### src/rtl/panel_seq_pkg.sv
package panel_seq_pkg;

  localparam int GAMMA_N     = 12;
  localparam int GAMMA_W     = 10;
  localparam int GAMMA_GROUPS = GAMMA_N / 4;
  localparam int FRAME_BITS  = 16;
  localparam int SLOT_W      = 5;

  typedef enum logic [2:0] {
    REQ_NONE   = 3'd0,
    REQ_ON     = 3'd1,
    REQ_OFF    = 3'd2,
    REQ_MODE   = 3'd3,
    REQ_MIRROR = 3'd4,
    REQ_GAMMA  = 3'd5
  } reqCode_t;

  // Script slots: the order of the power-on writes is behaviour.
  localparam logic [SLOT_W-1:0] SLOT_MODE        = 5'd0;
  localparam logic [SLOT_W-1:0] SLOT_CTRL_RUN    = 5'd1;
  localparam logic [SLOT_W-1:0] SLOT_DRV_A       = 5'd2;
  localparam logic [SLOT_W-1:0] SLOT_DRV_B       = 5'd3;
  localparam logic [SLOT_W-1:0] SLOT_MIRROR      = 5'd4;
  localparam logic [SLOT_W-1:0] SLOT_GAMMA_FIRST = 5'd5;
  localparam logic [SLOT_W-1:0] SLOT_LOW_FIRST   = 5'd8;
  localparam logic [SLOT_W-1:0] SLOT_GAMMA_LAST  = 5'd19;
  localparam logic [SLOT_W-1:0] SLOT_STBY_PWM    = 5'd20;
  localparam logic [SLOT_W-1:0] SLOT_STBY        = 5'd21;

  localparam logic [5:0] ADDR_MODE     = 6'h02;
  localparam logic [5:0] ADDR_CTRL     = 6'h03;
  localparam logic [5:0] ADDR_MIRROR   = 6'h04;
  localparam logic [5:0] ADDR_GAMMA_HI = 6'h11;
  localparam logic [5:0] ADDR_GAMMA_LO = 6'h14;
  localparam logic [5:0] ADDR_DRV_A    = 6'h20;
  localparam logic [5:0] ADDR_DRV_B    = 6'h21;

  localparam logic [7:0] CTRL_RUN      = 8'hDF;
  localparam logic [7:0] CTRL_STBY_PWM = 8'hD8;
  localparam logic [7:0] CTRL_STBY     = 8'hD0;
  localparam logic [7:0] DRV_VALUE     = 8'hF0;
  localparam logic [7:0] MIRROR_BASE   = 8'h17;

  typedef enum logic [2:0] {
    S_IDLE, S_SETTLE, S_LAUNCH, S_SEND, S_OFF_HOLD
  } seqState_t;

  typedef enum logic [1:0] {
    OP_ON, OP_UPDATE, OP_OFF_A, OP_OFF_B
  } opKind_t;

  typedef enum logic [1:0] {
    L_IDLE, L_SHIFT, L_GAP
  } linkState_t;

  typedef struct packed {
    logic              frameGo;
    logic [SLOT_W-1:0] slot;
    logic              waitGo;
    logic              waitLong;
    logic              supplyOn;
    logic              supplyOff;
    logic              rstRelease;
    logic              rstAssert;
  } strobe_t;

  function automatic logic [FRAME_BITS-1:0] packFrame(logic [5:0] addr, logic [7:0] data);
    return {addr, 1'b0, 1'b1, data};
  endfunction

  function automatic logic [GAMMA_W-1:0] defaultGamma(int idx);
    case (idx)
      0:       return 10'd105;
      1:       return 10'd315;
      2:       return 10'd381;
      3:       return 10'd431;
      4:       return 10'd490;
      5:       return 10'd537;
      6:       return 10'd579;
      7:       return 10'd686;
      8:       return 10'd780;
      9:       return 10'd837;
      10:      return 10'd880;
      default: return 10'd1023;
    endcase
  endfunction

endpackage

### src/rtl/panel_seq_ctrl.sv
module panel_seq_ctrl
  import panel_seq_pkg::*;
#(
  parameter int QUEUE_DEPTH = 4
) (
  input  logic       clk,
  input  logic       rstN,
  input  logic       reqValid,
  input  logic [2:0] reqCode,
  input  logic       frameDone,
  input  logic       waitDone,
  output strobe_t    stb,
  output logic       busy,
  output logic       powered
);

  localparam int PTR_W = (QUEUE_DEPTH > 1) ? $clog2(QUEUE_DEPTH) : 1;
  localparam int CNT_W = $clog2(QUEUE_DEPTH + 1);
  localparam logic [PTR_W-1:0] PTR_LAST = PTR_W'(QUEUE_DEPTH - 1);
  localparam logic [CNT_W-1:0] CNT_FULL = CNT_W'(QUEUE_DEPTH);

  logic [2:0]        qMem [QUEUE_DEPTH];
  logic [PTR_W-1:0]  wrPtr, rdPtr;
  logic [CNT_W-1:0]  qCount;
  logic              codeOk, doPush, doPop;
  logic [2:0]        head;

  seqState_t         state, nState;
  opKind_t           op, nOp;
  logic [SLOT_W-1:0] slot, nSlot, lastSlot, nLast;
  logic              poweredR, nPow;

  assign codeOk = (reqCode >= 3'd1) && (reqCode <= 3'd5);
  assign doPush = reqValid && codeOk && (qCount != CNT_FULL);
  assign doPop  = (state == S_IDLE) && (qCount != '0);
  assign head   = qMem[rdPtr];

  // Request queue: arrival order is kept.
  always_ff @(posedge clk) begin
    if (!rstN) begin
      wrPtr  <= '0;
      rdPtr  <= '0;
      qCount <= '0;
    end else begin
      if (doPush) begin
        qMem[wrPtr] <= reqCode;
        wrPtr       <= (wrPtr == PTR_LAST) ? '0 : wrPtr + 1'b1;
      end
      if (doPop) rdPtr <= (rdPtr == PTR_LAST) ? '0 : rdPtr + 1'b1;
      case ({doPush, doPop})
        2'b10:   qCount <= qCount + 1'b1;
        2'b01:   qCount <= qCount - 1'b1;
        default: qCount <= qCount;
      endcase
    end
  end

  always_comb begin
    stb      = '0;
    stb.slot = slot;
    nState   = state;
    nOp      = op;
    nSlot    = slot;
    nLast    = lastSlot;
    nPow     = poweredR;
    case (state)
      S_IDLE: begin
        if (doPop) begin
          case (head)
            REQ_ON: if (!poweredR) begin
              stb.supplyOn = 1'b1;
              stb.waitGo   = 1'b1;
              stb.waitLong = 1'b1;
              nState       = S_SETTLE;
            end
            REQ_OFF: if (poweredR) begin
              nPow   = 1'b0;
              nSlot  = SLOT_STBY_PWM;
              nLast  = SLOT_STBY_PWM;
              nOp    = OP_OFF_A;
              nState = S_LAUNCH;
            end
            REQ_MODE: if (poweredR) begin
              nSlot  = SLOT_MODE;
              nLast  = SLOT_MODE;
              nOp    = OP_UPDATE;
              nState = S_LAUNCH;
            end
            REQ_MIRROR: if (poweredR) begin
              nSlot  = SLOT_MIRROR;
              nLast  = SLOT_MIRROR;
              nOp    = OP_UPDATE;
              nState = S_LAUNCH;
            end
            REQ_GAMMA: if (poweredR) begin
              nSlot  = SLOT_GAMMA_FIRST;
              nLast  = SLOT_GAMMA_LAST;
              nOp    = OP_UPDATE;
              nState = S_LAUNCH;
            end
            default: ;
          endcase
        end
      end
      S_SETTLE: begin
        if (waitDone) begin
          stb.rstRelease = 1'b1;
          nSlot  = SLOT_MODE;
          nLast  = SLOT_GAMMA_LAST;
          nOp    = OP_ON;
          nState = S_LAUNCH;
        end
      end
      S_LAUNCH: begin
        stb.frameGo = 1'b1;
        nState      = S_SEND;
      end
      S_SEND: begin
        if (frameDone) begin
          if (slot != lastSlot) begin
            nSlot  = slot + 1'b1;
            nState = S_LAUNCH;
          end else begin
            case (op)
              OP_ON: begin
                nPow   = 1'b1;
                nState = S_IDLE;
              end
              OP_OFF_A: begin
                stb.rstAssert = 1'b1;
                stb.waitGo    = 1'b1;
                nState        = S_OFF_HOLD;
              end
              OP_OFF_B: begin
                stb.supplyOff = 1'b1;
                nState        = S_IDLE;
              end
              default: nState = S_IDLE;
            endcase
          end
        end
      end
      S_OFF_HOLD: begin
        if (waitDone) begin
          nSlot  = SLOT_STBY;
          nLast  = SLOT_STBY;
          nOp    = OP_OFF_B;
          nState = S_LAUNCH;
        end
      end
      default: nState = S_IDLE;
    endcase
  end

  always_ff @(posedge clk) begin
    if (!rstN) begin
      state    <= S_IDLE;
      op       <= OP_UPDATE;
      slot     <= '0;
      lastSlot <= '0;
      poweredR <= 1'b0;
    end else begin
      state    <= nState;
      op       <= nOp;
      slot     <= nSlot;
      lastSlot <= nLast;
      poweredR <= nPow;
    end
  end

  assign busy    = (state != S_IDLE) || (qCount != '0);
  assign powered = poweredR;

endmodule

### src/rtl/panel_seq_dp.sv
module panel_seq_dp
  import panel_seq_pkg::*;
#(
  parameter int CLK_PER_MS   = 100000,
  parameter int SPI_DIV      = 4,
  parameter int ON_SETTLE_MS = 160,
  parameter int OFF_HOLD_MS  = 50
) (
  input  logic                       clk,
  input  logic                       rstN,
  input  strobe_t                    stb,
  input  logic                       setValid,
  input  logic [2:0]                 setCode,
  input  logic [2:0]                 modeIn,
  input  logic                       mirrorH,
  input  logic                       mirrorV,
  input  logic [GAMMA_N*GAMMA_W-1:0] gammaIn,
  output logic                       frameDone,
  output logic                       waitDone,
  output logic                       supplyEn,
  output logic                       panelRstN,
  output logic                       spiCsN,
  output logic                       spiSclk,
  output logic                       spiMosi
);

  localparam int PRE_W  = $clog2(CLK_PER_MS) + 1;
  localparam int MAX_MS = (ON_SETTLE_MS > OFF_HOLD_MS) ? ON_SETTLE_MS : OFF_HOLD_MS;
  localparam int MS_W   = $clog2(MAX_MS + 1);
  localparam int DIV_W  = $clog2(SPI_DIV) + 1;
  localparam int HALF_W = $clog2(2 * FRAME_BITS);
  localparam logic [HALF_W-1:0] HALF_LAST = HALF_W'(2 * FRAME_BITS - 1);

  // ---------------- settings ----------------
  logic [2:0]         modeReg;
  logic               mirHReg, mirVReg;
  logic [GAMMA_W-1:0] gammaReg [GAMMA_N];
  logic               loadMode, loadMirror, loadGamma;

  assign loadMode   = setValid && (setCode == REQ_MODE);
  assign loadMirror = setValid && (setCode == REQ_MIRROR);
  assign loadGamma  = setValid && (setCode == REQ_GAMMA);

  always_ff @(posedge clk) begin
    if (!rstN) begin
      modeReg <= 3'd7;
      mirHReg <= 1'b0;
      mirVReg <= 1'b0;
      for (int i = 0; i < GAMMA_N; i++) gammaReg[i] <= defaultGamma(i);
    end else begin
      if (loadMode) modeReg <= modeIn;
      if (loadMirror) begin
        mirHReg <= mirrorH;
        mirVReg <= mirrorV;
      end
      if (loadGamma)
        for (int i = 0; i < GAMMA_N; i++) gammaReg[i] <= gammaIn[i*GAMMA_W +: GAMMA_W];
    end
  end

  // ---------------- frame builder ----------------
  logic [7:0] packedHi [GAMMA_GROUPS];

  for (genvar g = 0; g < GAMMA_GROUPS; g++) begin : g_pack
    assign packedHi[g] = {gammaReg[4*g][9:8],   gammaReg[4*g+1][9:8],
                          gammaReg[4*g+2][9:8], gammaReg[4*g+3][9:8]};
  end

  logic [FRAME_BITS-1:0] frameWord;
  logic [SLOT_W-1:0]     hiRel, loRel;
  logic [1:0]            hiIdx;
  logic [3:0]            loIdx;

  always_comb begin
    hiRel = stb.slot - SLOT_GAMMA_FIRST;
    loRel = stb.slot - SLOT_LOW_FIRST;
    hiIdx = hiRel[1:0];
    loIdx = loRel[3:0];
    if (stb.slot == SLOT_MODE)
      frameWord = packFrame(ADDR_MODE, {4'b0000, 1'b1, modeReg});
    else if (stb.slot == SLOT_CTRL_RUN)
      frameWord = packFrame(ADDR_CTRL, CTRL_RUN);
    else if (stb.slot == SLOT_DRV_A)
      frameWord = packFrame(ADDR_DRV_A, DRV_VALUE);
    else if (stb.slot == SLOT_DRV_B)
      frameWord = packFrame(ADDR_DRV_B, DRV_VALUE);
    else if (stb.slot == SLOT_MIRROR)
      frameWord = packFrame(ADDR_MIRROR, MIRROR_BASE & ~{6'b000000, mirVReg, mirHReg});
    else if (stb.slot < SLOT_LOW_FIRST)
      frameWord = packFrame(ADDR_GAMMA_HI + {4'b0000, hiIdx}, packedHi[hiIdx]);
    else if (stb.slot <= SLOT_GAMMA_LAST)
      frameWord = packFrame(ADDR_GAMMA_LO + {2'b00, loIdx}, gammaReg[loIdx][7:0]);
    else if (stb.slot == SLOT_STBY_PWM)
      frameWord = packFrame(ADDR_CTRL, CTRL_STBY_PWM);
    else
      frameWord = packFrame(ADDR_CTRL, CTRL_STBY);
  end

  // ---------------- serial link ----------------
  linkState_t            linkState;
  logic [DIV_W-1:0]      divCnt;
  logic [HALF_W-1:0]     halfCnt;
  logic [FRAME_BITS-1:0] shiftReg;
  logic                  divTick;

  assign divTick = (divCnt == DIV_W'(SPI_DIV - 1));

  always_ff @(posedge clk) begin
    frameDone <= 1'b0;
    if (!rstN) begin
      linkState <= L_IDLE;
      divCnt    <= '0;
      halfCnt   <= '0;
      shiftReg  <= '0;
      spiCsN    <= 1'b1;
      spiSclk   <= 1'b0;
    end else begin
      divCnt <= (linkState == L_IDLE || divTick) ? '0 : divCnt + 1'b1;
      case (linkState)
        L_IDLE: begin
          if (stb.frameGo) begin
            shiftReg  <= frameWord;
            spiCsN    <= 1'b0;
            spiSclk   <= 1'b0;
            halfCnt   <= '0;
            linkState <= L_SHIFT;
          end
        end
        L_SHIFT: begin
          if (divTick) begin
            halfCnt <= halfCnt + 1'b1;
            if (!halfCnt[0]) begin
              spiSclk <= 1'b1;
            end else begin
              spiSclk <= 1'b0;
              if (halfCnt == HALF_LAST) begin
                spiCsN    <= 1'b1;
                halfCnt   <= '0;
                linkState <= L_GAP;
              end else begin
                shiftReg <= {shiftReg[FRAME_BITS-2:0], 1'b0};
              end
            end
          end
        end
        L_GAP: begin
          if (divTick) begin
            halfCnt <= halfCnt + 1'b1;
            if (halfCnt == HALF_W'(1)) begin
              frameDone <= 1'b1;
              linkState <= L_IDLE;
            end
          end
        end
        default: linkState <= L_IDLE;
      endcase
    end
  end

  assign spiMosi = shiftReg[FRAME_BITS-1];

  // ---------------- millisecond timer ----------------
  logic             timerOn;
  logic [PRE_W-1:0] preCnt;
  logic [MS_W-1:0]  msLeft;

  always_ff @(posedge clk) begin
    waitDone <= 1'b0;
    if (!rstN) begin
      timerOn <= 1'b0;
      preCnt  <= '0;
      msLeft  <= '0;
    end else if (stb.waitGo) begin
      timerOn <= 1'b1;
      preCnt  <= '0;
      msLeft  <= stb.waitLong ? MS_W'(ON_SETTLE_MS) : MS_W'(OFF_HOLD_MS);
    end else if (timerOn) begin
      if (preCnt == PRE_W'(CLK_PER_MS - 1)) begin
        preCnt <= '0;
        if (msLeft == MS_W'(1)) begin
          timerOn  <= 1'b0;
          waitDone <= 1'b1;
        end else begin
          msLeft <= msLeft - 1'b1;
        end
      end else begin
        preCnt <= preCnt + 1'b1;
      end
    end
  end

  // ---------------- panel pins ----------------
  always_ff @(posedge clk) begin
    if (!rstN) begin
      supplyEn  <= 1'b0;
      panelRstN <= 1'b0;
    end else begin
      if (stb.supplyOn)        supplyEn  <= 1'b1;
      else if (stb.supplyOff)  supplyEn  <= 1'b0;
      if (stb.rstRelease)      panelRstN <= 1'b1;
      else if (stb.rstAssert)  panelRstN <= 1'b0;
    end
  end

endmodule

### src/rtl/panel_power_seq.sv
module panel_power_seq
  import panel_seq_pkg::*;
#(
  parameter int CLK_PER_MS   = 100000,
  parameter int SPI_DIV      = 4,
  parameter int ON_SETTLE_MS = 160,
  parameter int OFF_HOLD_MS  = 50,
  parameter int QUEUE_DEPTH  = 4
) (
  input  logic         clk,
  input  logic         rstN,
  input  logic         reqValid,
  input  logic [2:0]   reqCode,
  input  logic [2:0]   modeIn,
  input  logic         mirrorH,
  input  logic         mirrorV,
  input  logic [119:0] gammaIn,
  output logic         busy,
  output logic         powered,
  output logic         supplyEn,
  output logic         panelRstN,
  output logic         spiCsN,
  output logic         spiSclk,
  output logic         spiMosi
);

  strobe_t stb;
  logic    frameDone, waitDone;

  panel_seq_ctrl #(
    .QUEUE_DEPTH(QUEUE_DEPTH)
  ) u_ctrl (
    .clk      (clk),
    .rstN     (rstN),
    .reqValid (reqValid),
    .reqCode  (reqCode),
    .frameDone(frameDone),
    .waitDone (waitDone),
    .stb      (stb),
    .busy     (busy),
    .powered  (powered)
  );

  panel_seq_dp #(
    .CLK_PER_MS  (CLK_PER_MS),
    .SPI_DIV     (SPI_DIV),
    .ON_SETTLE_MS(ON_SETTLE_MS),
    .OFF_HOLD_MS (OFF_HOLD_MS)
  ) u_dp (
    .clk      (clk),
    .rstN     (rstN),
    .stb      (stb),
    .setValid (reqValid),
    .setCode  (reqCode),
    .modeIn   (modeIn),
    .mirrorH  (mirrorH),
    .mirrorV  (mirrorV),
    .gammaIn  (gammaIn),
    .frameDone(frameDone),
    .waitDone (waitDone),
    .supplyEn (supplyEn),
    .panelRstN(panelRstN),
    .spiCsN   (spiCsN),
    .spiSclk  (spiSclk),
    .spiMosi  (spiMosi)
  );

endmodule

### config.mk
export PLATFORM = sky130hd
export DESIGN_NAME = panel_power_seq
export DESIGN_NICKNAME = d
export VERILOG_FILES = /design/src/rtl/panel_seq_pkg.sv /design/src/rtl/panel_seq_ctrl.sv /design/src/rtl/panel_seq_dp.sv /design/src/rtl/panel_power_seq.sv
export SDC_FILE = /design/constraint.sdc
export NUM_CORES = 1
export LEC_CHECK = 0
export BUFFER_PORTS_ARGS = -buffer_cell sky130_fd_sc_hd__buf_2
export CORE_MARGIN = 3
export CORE_UTILIZATION = 45
export DETAILED_ROUTE_END_ITERATION = 7
export PLACE_DENSITY_LB_ADDON = 0.05
export SLEW_MARGIN = 20
export SYNTH_ARGS = -nofsm -noshare
export SYNTH_HDL_FRONTEND = slang
export SYNTH_HIERARCHICAL = 1
export SYNTH_SLANG_ARGS = --single-unit
### constraint.sdc
create_clock -name clk -period 5.2 [get_ports clk]
set_input_delay 0.78 -clock clk [delete_from_list [all_inputs] [get_ports clk]]
set_output_delay 0.78 -clock clk [all_outputs]
set_load 0.02 [all_outputs]
==> results.py <==
metrics = {
    "outcome": {
        "status": "finished clean",
    },
    "floorplan": {
        "chipWidth_um": 162,
        "core-area_um2": 23800,
        "start_util": 0.462,
        "row_count": 56,
        "dieArea_um2": 26300,
        "die_h_um": 162,
        "io_pins": 138,
    },
    "clock_tree": {
        "clk_path_buf_depth": 3,
        "tritoncts": "done",
        "ctsResizeCount": 0,
        "insertion_delay_ns": 0.52,
        "cts_buffers": 25,
        "clkTransAtPathRegs_ns": 0.06,
        "htree_levels": 1,
        "root_buffer": "clkbuf_16",
        "cts_setup_buffers": 0,
        "clkSinkCount": 220,
        "cts_hold_buf": 0,
    },
    "cells_and_area": {
        "drive_gt1_frac": 0.215,
        "area_growth_pct": 15.2,
        "mostFrequentLayoutCell": "buf_2",
        "fin_nets": 1258,
        "most-common-layout-cells": "buf_2 (136), edfxtp_1 (132), dfxtp_1 (87), nand2b_1 (81), nor2_1 (73)",
        "stdcell_area_um2": 12600,
        "post-route-util": 0.532,
        "antennaDiodeCount": 0,
    },
    "route": {
        "first_pass_iters": 5,
        "via_per_inst": 5.36,
        "finalWirelength_mm": 25.2,
        "ant_nets": 0,
        "drt_iter0_markers": 527,
        "drc": 0,
        "wl_per_cell_um": 17.5,
        "via_count": 7702,
    },
    "pwr": {
        "p_total_uw": 4790,
        "leakagePower_uw": 0.00481,
        "p_int_uw": 3390,
        "p_per_area_nw_per_um2": 379,
        "p_sw_frac": 0.292,
        "pwr-share-comb": 0.211,
        "switching_power_uw": 1400,
        "clkPwrFrac": 0.348,
        "seqPwrFrac": 0.441,
        "ir_worst_vdd_mv": 0.256,
    },
    "place": {
        "hpwl_mm": 17.2,
        "port_buffers": 137,
        "place.gp.congestion": 0.829,
        "dpl-instance-area_um2": 11900,
    },
    "synth": {
        "yosysTopAreaCell": "edfxtp_1",
        "synth_area_leaders": "edfxtp_1 (36%), dfxtp_1 (16%), mux4_2 (5.3%)",
        "ys_async_sr_fraction": 0,
        "syn_nets": 1146,
        "yosysSeqAreaShare": 0.522,
        "yosysWarnings": 6,
        "synth-main-ff-cell": "edfxtp_1",
        "yosysTopAreaCellShare": 0.361,
        "synth_edf_count": 132,
        "synthDistinctLibCells": 87,
        "synth-seq-cells": 220,
        "syn_avg_cell_area_um2": 11.1,
        "netlist_instances": 989,
        "synthesis.area_um2": 11000,
    },
    "global_route": {
        "grt_pass1_wl_mm": 40.7,
        "grt_max_degree": 74,
        "grt_pass1_vias": 7623,
        "grtUsageTotal": 0.192,
        "overflow": 0,
        "antenna_found_initial": 0,
    },
    "setup_path": {
        "required_ns": 5.65,
        "critPathLaunchType": "register",
        "critPathMaxFanout": 15,
        "cp-end-kind": "register",
        "critical_path_class": "register to register",
        "arrival_ns": 3.52,
    },
    "sta": {
        "fin_setup_tns_ns": 0,
        "setup_viol": 0,
        "clock_skew_ns": 0.0113,
        "fin_crit_sh": 0.591,
        "rsz0062_at_grt": "no",
        "finalHoldViolCount": 0,
        "layout_min_cycle_time_ns": 3.07,
        "maxSlewHeadroom": 0.469,
        "tightest_slew_ns": 0.796,
        "fmax_mhz": 325,
        "finalMaxSlewViolations": 0,
    },
    "run": {
        "maxCapViolations": 0,
    },
    "hold_path": {
        "hold_path.class": "register to register",
    },
}
## kinds of logic after synthesis
family	count (synthesis)	share of synthesized area
AO/OA/AOI/OAI	159	0.0994
flip-flops	220	0.522
multiplexers	54	0.0811
AND/OR/NAND/NOR	409	0.208
buffers and inverters	92	0.0356
XOR/XNOR	29	0.0238
adder cells (fa/ha/maj)	26	0.0303
## final cells by class
class | instances | area [um2]
inverters | 31 | 116
flip-flops and latches | 220 | 5730
clock buffers | 30 | 644
repair buffers | 146 | 756
fillers | 2168 | 11100
clock inverters | 15 | 123
multi-input cells | 677 | 4870
well taps | 319 | 399
## power by group through the flow
stage | Combinational (uW) | Clock, uW | Sequential (uW)
finish | 1010 | 1660 | 2110
global route | 1130 | 1790 | 2130
CTS | 1010 | 1720 | 2110
detailed placement | 1000 | 0 | 2150
global placement | 1000 | 0 | 2140
floorplan | 777 | 0 | 2110
## worst max-delay path, stage by stage, from the launching register on
cell and delay (ns):
dfxtp_1 0.82, inv_1 0.20, ha_1 0.59, nor2b_1 0.52, a221oi_1 0.20, a2111oi_0 0.37, o31ai_1 0.13, a21boi_0 0.17
## synth_stat cells, types with 25 or more instances
master / instances
edfxtp_1: 132
mux4_2: 26
a21oi_1: 34
nand2_1: 52
o21ai_0: 36
clkbuf_1: 49
nand2b_1: 82
nor3_1: 25
dfxtp_1: 88
ha_1: 25
nor2_1: 73
and3_1: 57
inv_1: 29
## stage by stage
| step | setup WS, ns | cells | hold slack (ns) |
|---|---|---|---|
| finish | 2.13 | 1438 | 0.422 |
| global route | 1.75 | 1438 | 0.462 |
| CTS | 1.89 | 1438 | 0.428 |
| detailed placement | 1.89 | 1393 | 0.419 |
| global placement | 1.91 | 1393 | 0.411 |
| floorplan | 0.475 | 989 | 0.397 |
## final timing paths
path | from | endpoint | slack (ns) | cells after the start
setup / recovery | u_ctrl/slot[1] | u_dp/shiftReg[3] | 2.13 | 7
hold / removal | u_dp/divCnt[0] | u_dp/divCnt[0] | 0.42 | 1
hold reg to reg | u_dp/divCnt[0] | u_dp/divCnt[0] | 0.42 | 1
setup reg to reg | u_ctrl/slot[1] | u_dp/shiftReg[3] | 2.13 | 7
## registers in the layout, summed over array words and instances, names as in the netlist, 3 cells and up, named ones only
register / flops
u_dp/halfCnt: 5
u_ctrl/state: 3
u_dp/msLeft: 8
u_ctrl/lastSlot: 4
u_ctrl/qCount: 3
u_ctrl/slot: 5
u_dp/shiftReg: 16
u_dp/gammaReg: 120
u_dp/preCnt: 18
u_dp/modeReg: 3
u_ctrl/qMem: 12
u_dp/divCnt: 3
## per-layer routing
layer | wire (um) | GRT usage
met1 | 11800 | 0.275
met2 | 11500 | 0.304
met3 | 1180 | 0.0281
met4 | 681 | 0.0562
met5 | 0 | 0
Power figures use the tool's default switching activity.
